### src/rtl/dtt_pkg.sv
package dtt_pkg;
  localparam int unsigned DTT_N_CH  = 2;
  localparam int unsigned DTT_CNT_W = 32;
  localparam int unsigned DTT_PS_W  = 8;

  // Register select within a channel (address bits [1:0])
  localparam logic [1:0] REG_RELOAD   = 2'd0;
  localparam logic [1:0] REG_COUNT    = 2'd1;
  localparam logic [1:0] REG_PRESCALE = 2'd2;
  localparam logic [1:0] REG_CTRL     = 2'd3;

  // Control/status bit positions
  localparam int unsigned BIT_RUN  = 0;
  localparam int unsigned BIT_IE   = 1;
  localparam int unsigned BIT_POL  = 2;
  localparam int unsigned BIT_FLAG = 3;

  // Per-channel strobes from control to datapath
  typedef struct packed {
    logic tick;        // one counter step this cycle
    logic loadReload;  // capture wrData into reload
    logic loadCount;   // capture wrData into counter (stopped channel)
    logic clearFlag;   // write-one-to-clear of the overrun flag
  } dtt_strobe_t;
endpackage

### src/rtl/dtt_datapath.sv
module dtt_datapath
  import dtt_pkg::*;
#(
  parameter int unsigned CNT_W = DTT_CNT_W
) (
  input  logic              clk,
  input  logic              rstN,
  input  dtt_strobe_t       strobe,
  input  logic [CNT_W-1:0]  wrData,
  output logic [CNT_W-1:0]  countQ,
  output logic [CNT_W-1:0]  reloadQ,
  output logic              flagQ
);
  logic atZero;
  logic overrun;

  assign atZero  = (countQ == '0);
  assign overrun = strobe.tick & atZero;

  always_ff @(posedge clk) begin
    if (!rstN) begin
      reloadQ <= '0;
    end else if (strobe.loadReload) begin
      reloadQ <= wrData;
    end
  end

  always_ff @(posedge clk) begin
    if (!rstN) begin
      countQ <= '0;
    end else if (strobe.loadCount) begin
      countQ <= wrData;
    end else if (strobe.tick) begin
      countQ <= atZero ? reloadQ : (countQ - CNT_W'(1));
    end
  end

  always_ff @(posedge clk) begin
    if (!rstN) begin
      flagQ <= 1'b0;
    end else if (overrun) begin
      flagQ <= 1'b1;
    end else if (strobe.clearFlag) begin
      flagQ <= 1'b0;
    end
  end
endmodule

### src/rtl/dtt_ctrl.sv
module dtt_ctrl
  import dtt_pkg::*;
#(
  parameter int unsigned N_CH    = DTT_N_CH,
  parameter int unsigned CNT_W   = DTT_CNT_W,
  parameter int unsigned PS_W    = DTT_PS_W,
  parameter int unsigned CH_BITS = (N_CH > 1) ? $clog2(N_CH) : 1,
  parameter int unsigned ADDR_W  = CH_BITS + 2
) (
  input  logic                         clk,
  input  logic                         rstN,
  input  logic                         wrEn,
  input  logic [ADDR_W-1:0]            addr,
  input  logic [PS_W-1:0]              wrLow,
  input  logic [N_CH-1:0]              extEn,
  input  logic [N_CH-1:0][CNT_W-1:0]   countQ,
  input  logic [N_CH-1:0][CNT_W-1:0]   reloadQ,
  input  logic [N_CH-1:0]              flagQ,
  output dtt_strobe_t [N_CH-1:0]       strobe,
  output logic [CNT_W-1:0]             rdData,
  output logic [N_CH-1:0]              irq
);
  localparam int unsigned CTRL_PAD = CNT_W - 4;
  localparam int unsigned PS_PAD   = CNT_W - PS_W;

  logic [CH_BITS-1:0] chSel;
  logic [1:0]         regSel;
  logic [N_CH-1:0]    runQ, ieQ, polQ;
  logic [N_CH-1:0][PS_W-1:0] prescaleQ;
  logic [N_CH-1:0][PS_W-1:0] phaseQ;

  assign chSel  = addr[ADDR_W-1:2];
  assign regSel = addr[1:0];

  for (genvar ch = 0; ch < N_CH; ch++) begin : g_chan
    logic hit, wrReload, wrPrescale, wrCtrl, active, stepNow;

    assign hit        = wrEn && (chSel == CH_BITS'(ch));
    assign wrReload   = hit && (regSel == REG_RELOAD);
    assign wrPrescale = hit && (regSel == REG_PRESCALE);
    assign wrCtrl     = hit && (regSel == REG_CTRL);
    assign active     = runQ[ch] && (extEn[ch] == polQ[ch]);
    assign stepNow    = active && (phaseQ[ch] == prescaleQ[ch]);

    always_ff @(posedge clk) begin
      if (!rstN) begin
        runQ[ch] <= 1'b0;
        ieQ[ch]  <= 1'b0;
        polQ[ch] <= 1'b0;
      end else if (wrCtrl) begin
        runQ[ch] <= wrLow[BIT_RUN];
        ieQ[ch]  <= wrLow[BIT_IE];
        polQ[ch] <= wrLow[BIT_POL];
      end
    end

    always_ff @(posedge clk) begin
      if (!rstN) begin
        prescaleQ[ch] <= '0;
        phaseQ[ch]    <= '0;
      end else if (wrPrescale) begin
        prescaleQ[ch] <= wrLow;
        phaseQ[ch]    <= '0;
      end else if (!active || stepNow) begin
        phaseQ[ch]    <= '0;
      end else begin
        phaseQ[ch]    <= phaseQ[ch] + PS_W'(1);
      end
    end

    assign strobe[ch].tick       = stepNow;
    assign strobe[ch].loadReload = wrReload;
    assign strobe[ch].loadCount  = wrReload && !runQ[ch];
    assign strobe[ch].clearFlag  = wrCtrl && wrLow[BIT_FLAG];
    assign irq[ch]               = flagQ[ch] && ieQ[ch];
  end

  always_comb begin
    rdData = '0;
    for (int ch = 0; ch < N_CH; ch++) begin
      if (chSel == CH_BITS'(ch)) begin
        unique case (regSel)
          REG_RELOAD:   rdData = reloadQ[ch];
          REG_COUNT:    rdData = countQ[ch];
          REG_PRESCALE: rdData = {{PS_PAD{1'b0}}, prescaleQ[ch]};
          REG_CTRL:     rdData = {{CTRL_PAD{1'b0}}, flagQ[ch], polQ[ch],
                                  ieQ[ch], runQ[ch]};
          default:      rdData = '0;
        endcase
      end
    end
  end
endmodule

### src/rtl/dual_tick_timer.sv
module dual_tick_timer
  import dtt_pkg::*;
#(
  parameter int unsigned N_CH  = DTT_N_CH,
  parameter int unsigned CNT_W = DTT_CNT_W,
  parameter int unsigned PS_W  = DTT_PS_W,
  localparam int unsigned CH_BITS = (N_CH > 1) ? $clog2(N_CH) : 1,
  localparam int unsigned ADDR_W  = CH_BITS + 2
) (
  input  logic              clk,
  input  logic              rstN,
  input  logic              wrEn,
  input  logic [ADDR_W-1:0] addr,
  input  logic [CNT_W-1:0]  wrData,
  input  logic [N_CH-1:0]   extEn,
  output logic [CNT_W-1:0]  rdData,
  output logic [N_CH-1:0]   irq
);
  dtt_strobe_t [N_CH-1:0]     strobe;
  logic [N_CH-1:0][CNT_W-1:0] countQ;
  logic [N_CH-1:0][CNT_W-1:0] reloadQ;
  logic [N_CH-1:0]            flagQ;

  dtt_ctrl #(
    .N_CH(N_CH), .CNT_W(CNT_W), .PS_W(PS_W),
    .CH_BITS(CH_BITS), .ADDR_W(ADDR_W)
  ) u_ctrl (
    .clk(clk), .rstN(rstN), .wrEn(wrEn), .addr(addr),
    .wrLow(wrData[PS_W-1:0]), .extEn(extEn),
    .countQ(countQ), .reloadQ(reloadQ), .flagQ(flagQ),
    .strobe(strobe), .rdData(rdData), .irq(irq)
  );

  for (genvar ch = 0; ch < N_CH; ch++) begin : g_dp
    dtt_datapath #(.CNT_W(CNT_W)) u_dp (
      .clk(clk), .rstN(rstN), .strobe(strobe[ch]), .wrData(wrData),
      .countQ(countQ[ch]), .reloadQ(reloadQ[ch]), .flagQ(flagQ[ch])
    );
  end
endmodule

### config.mk
export PLATFORM = sky130hd
export DESIGN_NAME = dual_tick_timer
export DESIGN_NICKNAME = d
export VERILOG_FILES = /design/src/rtl/dtt_pkg.sv /design/src/rtl/dtt_datapath.sv /design/src/rtl/dtt_ctrl.sv /design/src/rtl/dual_tick_timer.sv
export SDC_FILE = /design/constraint.sdc
export NUM_CORES = 1
export LEC_CHECK = 0
export ABC_AREA = 1
export ABC_CLOCK_PERIOD_IN_PS = 2400
export BUFFER_PORTS_ARGS = -buffer_cell sky130_fd_sc_hd__buf_2
export CAP_MARGIN = 15
export CORE_ASPECT_RATIO = 0.8
export CORE_MARGIN = 3
export CORE_UTILIZATION = 30
export DETAILED_ROUTE_END_ITERATION = 6
export PLACE_DENSITY = 0.44
export SLEW_MARGIN = 20
export SYNTH_ARGS = -nofsm -noshare
export SYNTH_HDL_FRONTEND = slang
export SYNTH_HIERARCHICAL = 1
export SYNTH_SLANG_ARGS = --single-unit
### constraint.sdc
create_clock -name clk -period 2.4 [get_ports clk]
set_input_delay 0.36 -clock clk [delete_from_list [all_inputs] [get_ports clk]]
set_output_delay 0.36 -clock clk [all_outputs]
set_load 0.01 [all_outputs]
* Yosys cells after proc, flatten, opt, wreduce, memory -nomap -nowiden *
Cells that the tools add are included.
W data, S select, Z words.

storage, ports and cells
  bits in registers = 168
  input bits = 40
  output and inout port bits = 34
  logic and storage cells = 77

cells by class
  add/subtract/negate cells = 4
  eq/ne operators = 7
  muxes and demuxes = 13
  bitwise gates (word level) = 4
  reduce and logical (&&, ||, !) cells = 33

operators by type and width
  cell                     number
  $pmux W32 S4             2
  $mux W32                 7
  $logic_not A32 Y1        2
  $sub A32 B1 Y32 const B  2
  $logic_and A1 B1 Y1      18
  $add A8 B1 Y8 const B    2
  $eq A8 B8 Y1             2
  $reduce_bool A2 Y1       4
  $reduce_or A3 Y1         2
  $eq A2 B2 Y1 const B     2
  $logic_not A1 Y1         4
  $mux W1                  4
  $and A1 B1 Y1            2
  $eq A1 B1 Y1             2
  $eq A2 B1 Y1 const B     1
  $logic_not A2 Y1         1
  $logic_or A1 B1 Y1       2
  $not A1 Y1               2

* Logic depth before layout (Yosys ltp) *
Gate-level depths: netlist of run 1.

  depth after elaboration = 6
  depth in mapped cells = 15
  mapped depth without buffers = 13

* By module *
The synthesis of run 1 kept the hierarchy.

modules (own cells, without submodules)
  module                       times used  cells an instance  area each (sq um)  seq. area each (sq um)
  dtt_datapath (g_dp[0].u_dp)  1           600                3945.0             1301.2
  dtt_datapath (g_dp[1].u_dp)  1           594                3848.7             1301.2
  dtt_ctrl                     1           487                2939.1             760.7

* Worst setup path before layout of run 1 *
OpenSTA, ideal clock, no wires.

  kind = input to register
  from = in addr[1]
  to = reg g_dp[0].u_dp.countQ[4]
  library setup time = 0.135 ns
  data arrival time = 1.617 ns
  data required time = 2.265 ns
  path slack = 0.648 ns
  stages on the path = 8
  path buffers = 2
  cells stage by stage = nor2_4 > clkinv_1 > nor3_1 > clkbuf_1 > nor2_1 > clkbuf_1 > a22oi_1 > a21oi_2

RTL lines
  what                  RTL line               RTL
  start, declared       dual_tick_timer.sv:13  input logic [ADDR_W-1:0] addr,
  end signal, assigned  dtt_datapath.sv:32     countQ <= wrData;
  end signal, assigned  dtt_datapath.sv:34     countQ <= atZero ? reloadQ : (countQ - CNT_W'(1));
  end, declared         dtt_datapath.sv:10     output logic [CNT_W-1:0] countQ,

* Worst setup path in the final report of run 1 *
  from = reg g_dp[0].u_dp.countQ[4]
  to = out rdData[4]

on the way
  longest elaborated chain between the ends = 2

ends and longest elaborated chain
  what           RTL line               RTL
  $pmux W32 S4   dtt_ctrl.sv:82         unique case (regSel)
  $mux W32       dtt_ctrl.sv:81         if (chSel == CH_BITS'(ch)) begin
  end, declared  dual_tick_timer.sv:16  output logic [CNT_W-1:0] rdData,

Every way passes these cells.

==> results of run 1 <==
flip-flops by register name, indices dropped and copies added, names as in the netlist:
name / cells
u_ctrl/ieQ: 2
u_ctrl/phaseQ: 16
u_ctrl/prescaleQ: 16
u_ctrl/runQ: 2
g_dp.u_dp/flagQ: 2
g_dp.u_dp/reloadQ: 64
g_dp.u_dp/countQ: 64
u_ctrl/polQ: 2
synthesized netlist by cell type, drive strengths merged:
| cell type | count | area share, % |
|---|---|---|
| dfxtp | 168 | 31 |
| nor2 | 267 | 11 |
| a21oi | 140 | 6.8 |
| clkinv | 1 | 0.035 |
| ha | 6 | 0.70 |
| a32oi | 23 | 1.9 |
| nor3 | 10 | 0.47 |
| a22oi | 67 | 4.7 |
| a211oi | 1 | 0.070 |
| buf | 34 | 2.2 |
| nand4 | 24 | 1.5 |
| o211ai | 3 | 0.21 |
| xor2 | 14 | 1.1 |
| o2111ai | 2 | 0.16 |
| clkbuf | 50 | 1.7 |
| a22o | 1 | 0.082 |
| inv | 156 | 5.5 |
| nand3 | 150 | 7.0 |
| nand3b | 26 | 1.8 |
| nand2 | 400 | 14 |
| o21ai | 117 | 5.6 |
| xnor2 | 20 | 1.6 |
| mux2i | 1 | 0.093 |
metal layers:
metal / share of wire [%] / vias up / track usage [%]
li1: - / 5690 / -
met1: 50 / 5402 / 34.4
met2: 42 / 351 / 32.5
met3: 7.0 / 24 / 3.81
met4: 1.1 / 0 / 4.48
met5: 0 / - / 0
power groups by stage:
stage / Combinational (µW) / Clock (µW) / Sequential (µW)
final: 2680 / 3070 / 3000
after global routing: 2980 / 3250 / 3010
after CTS: 2670 / 3130 / 2990
after detailed placement: 2660 / 0 / 3060
after global placement: 2650 / 0 / 3060
after floorplan: 1890 / 0 / 3010
stage by stage:
step | cells | hold WS, ns | util, %
2_1_floorplan | 1681 | 0.441 | -
3_3_place_gp | 2187 | 0.463 | 33.5
3_5_place_dp | 2187 | 0.471 | 33.5
4_1_cts | 2219 | 0.236 | 35.3
5_1_grt | 2219 | 0.261 | 35.3
6_report | 2219 | 0.251 | 35.3
cells by family (layout without fill, tap and decap cells):
kind of cell | count (synthesis) | in the layout | share of synthesized area (%)
AND/OR/NAND/NOR | 877 | 877 | 36.2
flip-flops | 168 | 168 | 31.3
buffers and inverters | 241 | 307 | 9.43
adder cells (fa/ha/maj) | 6 | 6 | 0.699
XOR/XNOR | 34 | 34 | 2.77
AO/OA/AOI/OAI | 354 | 354 | 19.5
multiplexers | 1 | 1 | 0.0933
final timing paths:
kind | cells past startpoint | to
hold reg to reg | 2 | g_dp[1].u_dp/reloadQ[30]
setup reg to reg | 9 | g_dp[1].u_dp/countQ[30]
hold / removal | 3 | g_dp[0].u_dp/reloadQ[20]
setup / recovery | 5 | rdData[4]
final cells by class:
cell class / count / share of cell area, %
inverters: 157 / 4.76
clock buffers: 22 / 3.75
well taps: 472 / 4.77
multi-input cells: 1272 / 51.5
clock inverters: 10 / 1.35
flip-flops and latches: 168 / 27.2
repair buffers: 118 / 6.69
tightest hold or removal path: cells and delay by family:
family / cells / cell delay (ns)
and+or+nand+nor: 2 / 0.15
buffers and inverters: 1 / 0.15
==> results.ini, run 1 <==
[power_and_ir_drop]
swShare_pct = 36.2
pwr-share-clk_pct = 35.1
seq_power_share_pct = 34.3
ir_worst_vdd_v = 0.000437
leakagePower_uw = 0.00524
powerDensity_mw_per_mm2 = 706
p_sw_uw = 3170
power_uw = 8740
power_frac_comb_pct = 30.6
internal_power_uw = 5570

[clocking]
hold_buffers = 0
clock_latency_ns = 0.44
ctsResizeCount = 0
numCtsBuffers = 17
path_clk_slew_ns = 0.07
cts_buffer_depth = 2
cts_tree = built
clk_root_buffer_cell = clkbuf_16
cts_setup_buffers = 0
clkSinkCount = 168
htree_levels = 4

[sta]
fmax_ghz = 0.482
worst_slack_ns = 0.325
fin_setup_tns_ns = 0
fin_worst_skew_ns = 0.0112
slew_viol_final = 0
maxSlewHeadroom_pct = 64.4
rsz0062_at_grt = false
setup_violations = 0
fin_crit_ns = 2.07
worst_slew_pin_slew_ns = 0.529
final_hold_viol_count = 0
fin_crit_sh_pct = 86.4

[placed_design]
place_ws_ns = 0.310
gp_congestion = 0.939
port_buffers = 73
dpl-instance-area_mm2 = 0.0117
hpwl_um = 31900

[logic_synthesis]
synth_warnings = 6
yosys_register_bits = 168
yosysUniqueCellTypes = 36
netlist_area_mm2 = 0.0107
synth.avg_cell_area_um2 = 6.38
synth_fp_nets = 1727
synth_cells = 1681
yosysSeqAreaShare_pct = 31.3

[setup_path]
crit_chain = nand2_1 > o21ai_0 > a21oi_1 > o21ai_0 > buf_2
path_class = reg -> out
cp.arrival_ns = 1.71
r2r_slack_ns = 0.39
end_kind = output pin
cp-start-kind = flip-flop
cp.required_ns = 2.04
slowest_delay_ns = 0.55
slowest_stage = dfxtp_1
crit_start = g_dp[0].u_dp/countQ[4]
r2r-start = g_dp[1].u_dp/countQ[0]
path_common_cell = o21ai_0
path_buf_inv = 1
crit_path_max_fanout = 6
path_delay_family = flip-flops

[detailed_routing]
viasPerCell = 5.17
drt_iter0_markers = 1036
wl_per_cell_um = 19.4
drc = 0
drtPass1Iterations = 5
vias = 11500
drtAntennaViolNets = 0
totalWireLength_um = 43100

[grt]
grt_usage_pct = 22.4
antenna_found_initial = 0
overflow = 0
grt_max_degree = 89
grt_pass1_wl_um = 65800
grt_pass1_vias = 10600

[cells_and_area]
nFillCells = 3797
most-common-layout-cells = nand2_1, nor2_1, dfxtp_1, inv_1, nand3_1
antenna-diode-count = 0
fin_area_mm2 = 0.0124
drive_gt1_share_pct = 12.7
multi_input_area_mm2 = 0.00638
area_delta_synth_final_pct = 15.4
mostFrequentLayoutCell = nand2_1
regArea_mm2 = 0.00336
final_nets = 1780

[min_path]
min-delay-start = wrData[20]
hp-class = in -> reg

[die]
core_mm2 = 0.0350
die_w_um = 217
dieHeight_um = 175
row_count = 61
dieArea_mm2 = 0.0381
start_util_pct = 30.6
pin_count = 74

[outcome]
outcome = completed

[flow_run]
max-cap-violations = 0

No activity file was read; power rests on OpenSTA's default activity.
==> inputs of run 2 (changes only) <==
--- a/config.mk
+++ b/config.mk
@@ -11,9 +11,9 @@
 export CAP_MARGIN = 15
 export CORE_ASPECT_RATIO = 0.8
 export CORE_MARGIN = 3
-export CORE_UTILIZATION = 30
+export CORE_UTILIZATION = 57
 export DETAILED_ROUTE_END_ITERATION = 6
-export PLACE_DENSITY = 0.44
+export PLACE_DENSITY = 0.75
 export SLEW_MARGIN = 20
 export SYNTH_ARGS = -nofsm -noshare
 export SYNTH_HDL_FRONTEND = slang
==> run 2 against run 1 <==
Compared with the run above:
- the flow now finishes with violations (DRC)
- clock skew up 0.0025 ns
- design area down 3.4%
- worst hold slack worse by 0.020 ns
- register-to-register slack about the same
- maximum frequency down 6.5%
- critical endpoint unchanged
- largest cell class unchanged
- largest power group is now registers
- highest routed layer unchanged
==> results.ini, run 2 (synthesis gave the netlist of run 1 again) <==
[outcome]
outcome = finished, violations left
violations = DRC

[grt]
overflow = 0  ; unchanged
grt_pass1_vias = 10300  ; -2.8%
grt_pass1_wl_um = 57800  ; -12%
grt_usage_pct = 35.6  ; +13 points
grt_max_degree = 60  ; -33%
antenna_found_initial = 1  ; +1

[cells_and_area]
final_nets = 1775  ; -0.28%
most-common-layout-cells = nand2_1, nor2_1, dfxtp_1, inv_1, nand3_1
drive_gt1_share_pct = 12.6  ; -0.071 points
reg_top3 = g_dp.u_dp/countQ (64), g_dp.u_dp/reloadQ (64)
mostFrequentLayoutCell = nand2_1
area_delta_synth_final_pct = 11.4

[clocking]
numCtsBuffers = 17  ; unchanged
clock_latency_ns = 0.44  ; about the same
hold_buffers = 0  ; unchanged
cts_tree = built
path_clk_slew_ns = 0.07  ; about the same
cts_setup_buffers = 0  ; unchanged
clk_root_buffer_cell = clkbuf_16
clkSinkCount = 168  ; unchanged
htree_levels = 4  ; unchanged
cts_buffer_depth = 2  ; unchanged

[setup_path]
crit_path_max_fanout = 56  ; +50
path_class = in -> out
crit_start = addr[0]
path_delay_family = buffers and inverters
worstRegToRegCells = 9  ; unchanged
slowest_stage = buf_12
slowest_delay_ns = 0.28  ; -0.27 ns
cp-start-kind = input pin
cp.required_ns = 2.04  ; about the same
path_buf_inv = 4  ; +3
cp.arrival_ns = 1.86  ; +0.15 ns
r2r_slack_ns = 0.40  ; about the same
crit_chain = buf_2 > inv_2 > nor2_4 > buf_12 > nand2_1 > o21ai_0 > a21oi_1 > o21ai_0 > buf_2
end_kind = output pin
r2r-start = g_dp[1].u_dp/countQ[0]
r2r-end = g_dp[1].u_dp/countQ[26]

[detailed_routing]
totalWireLength_um = 37500  ; -13%
wl_met2_um = 15300  ; -16%
wl_met3_um = 4430  ; +48%
drt_iter0_markers = 1349  ; +30%
top_layer = met4
viasPerCell = 5.91  ; +14%
wl_met1_um = 17200  ; -20%
drc = 1  ; +1
drtPass1Iterations = 7  ; +2
drtAntennaViolNets = 0  ; unchanged
vias = 11800  ; +2.8%
wl_per_cell_um = 18.8  ; -3.4%

[sta]
slew_viol_final = 0  ; unchanged
fin_worst_skew_ns = 0.0137  ; +0.00251 ns
rsz0062_at_grt = false
holdWs_ns = 0.231  ; -0.0199 ns
fin_setup_tns_ns = 0  ; unchanged
fmax_ghz = 0.450  ; -6.5%
fin_crit_ns = 2.22  ; +0.145 ns
setup_violations = 0  ; unchanged
maxSlewHeadroom_pct = 29.1  ; -35 points
final_hold_viol_count = 0  ; unchanged
fin_crit_sh_pct = 92.5  ; +6.1 points
worst_slew_pin_slew_ns = 1.06  ; +0.528 ns

[power_and_ir_drop]
swShare_pct = 36.7  ; +0.46 points
internal_power_uw = 5390  ; -3.2%
leakagePower_uw = 0.00517  ; -1.3%
powerDensity_mw_per_mm2 = 713  ; +0.94%
pwr-share-clk_pct = 34.4  ; -0.7 points
ir_worst_vdd_v = 0.000485  ; +11%
p_sw_uw = 3130  ; -1.3%
power_frac_comb_pct = 30.4  ; -0.2 points
seq_power_share_pct = 35.2  ; +0.9 points

[min_path]
min-delay-start = wrData[19]
hold_end = g_dp[0].u_dp/reloadQ[19]
hp-class = in -> reg
whs_path_depth = 3  ; unchanged

[die]
start_util_pct = 58.5  ; +28 points
pin_count = 74  ; unchanged
dieHeight_um = 129  ; -27%
die_w_um = 159  ; -27%
dieArea_mm2 = 0.0205  ; -46%
row_count = 44  ; -28%
core_mm2 = 0.0183  ; -48%

[flow_run]
max-cap-violations = 0  ; unchanged

[placed_design]
gp_congestion = 1.03  ; +9.4%
port_buffers = 73  ; unchanged
hpwl_um = 27700  ; -13%

run 2: tightest hold or removal path, stage by stage:
cell and delay (ns):
buf_2 0.13, nor2_1 0.05, nor2_1 0.08
run 2: stage by stage:
stage | instances | setup WS (ns) | cell area, µm² | util [%] | power [µW]
6_report | 1996 | 0.180 | 12000 | 65.2 | 8520
5_1_grt | 1995 | 0.0911 | 12000 | 65.2 | 8930
4_1_cts | 1994 | 0.180 | 11900 | 65.2 | 8480
3_5_place_dp | 1963 | 0.203 | 11300 | 61.8 | 5570
3_3_place_gp | 1963 | 0.201 | 11300 | 61.8 | 5540
2_1_floorplan | 1681 | 0.648 | 10700 | - | 4900
run 2: area by class of cell:
class	count	area, µm²
sequential	168	3360
inverter	157	589
timing repair buffer	113	691
multi-input combinational	1272	6380
fill	1739	6380
antenna	2	5.00
clock buffer	17	425
clock inverter	14	183
tap	253	317
run 2: timing repair:
| item | 4_1_cts | 5_1_grt |
|---|---|---|
| resized for setup | 0 | 1 |
| endpoints found under the setup margin | 0 | 9 |
| hold endpoints to repair | 0 | 0 |
run 2: metal layers:
metal | vias up | global-route usage (%)
met5 | - | 0
met4 | 0 | 8.23
met3 | 47 | 6.76
met1 | 5376 | 55.6
met2 | 696 | 50.1
li1 | 5670 | -
run 2: worst max path at each step:
stage | to | depth (start not counted)
floorplan | g_dp[0].u_dp/countQ[4] | 8
global placement | rdData[4] | 9
detailed placement | g_dp[0].u_dp/countQ[13] | 11
CTS | g_dp[0].u_dp/countQ[13] | 11
global route | rdData[4] | 9
finish | rdData[4] | 9
run 2: power by group through the flow:
| stage | combinational [µW] | sequential (µW) | clock, µW |
|---|---|---|---|
| 3_5_place_dp | 2510 | 3060 | 0 |
| 2_1_floorplan | 1890 | 3010 | 0 |
| 6_report | 2590 | 3000 | 2930 |
| 5_1_grt | 2860 | 3010 | 3060 |
| 4_1_cts | 2530 | 2990 | 2950 |
| 3_3_place_gp | 2480 | 3060 | 0 |
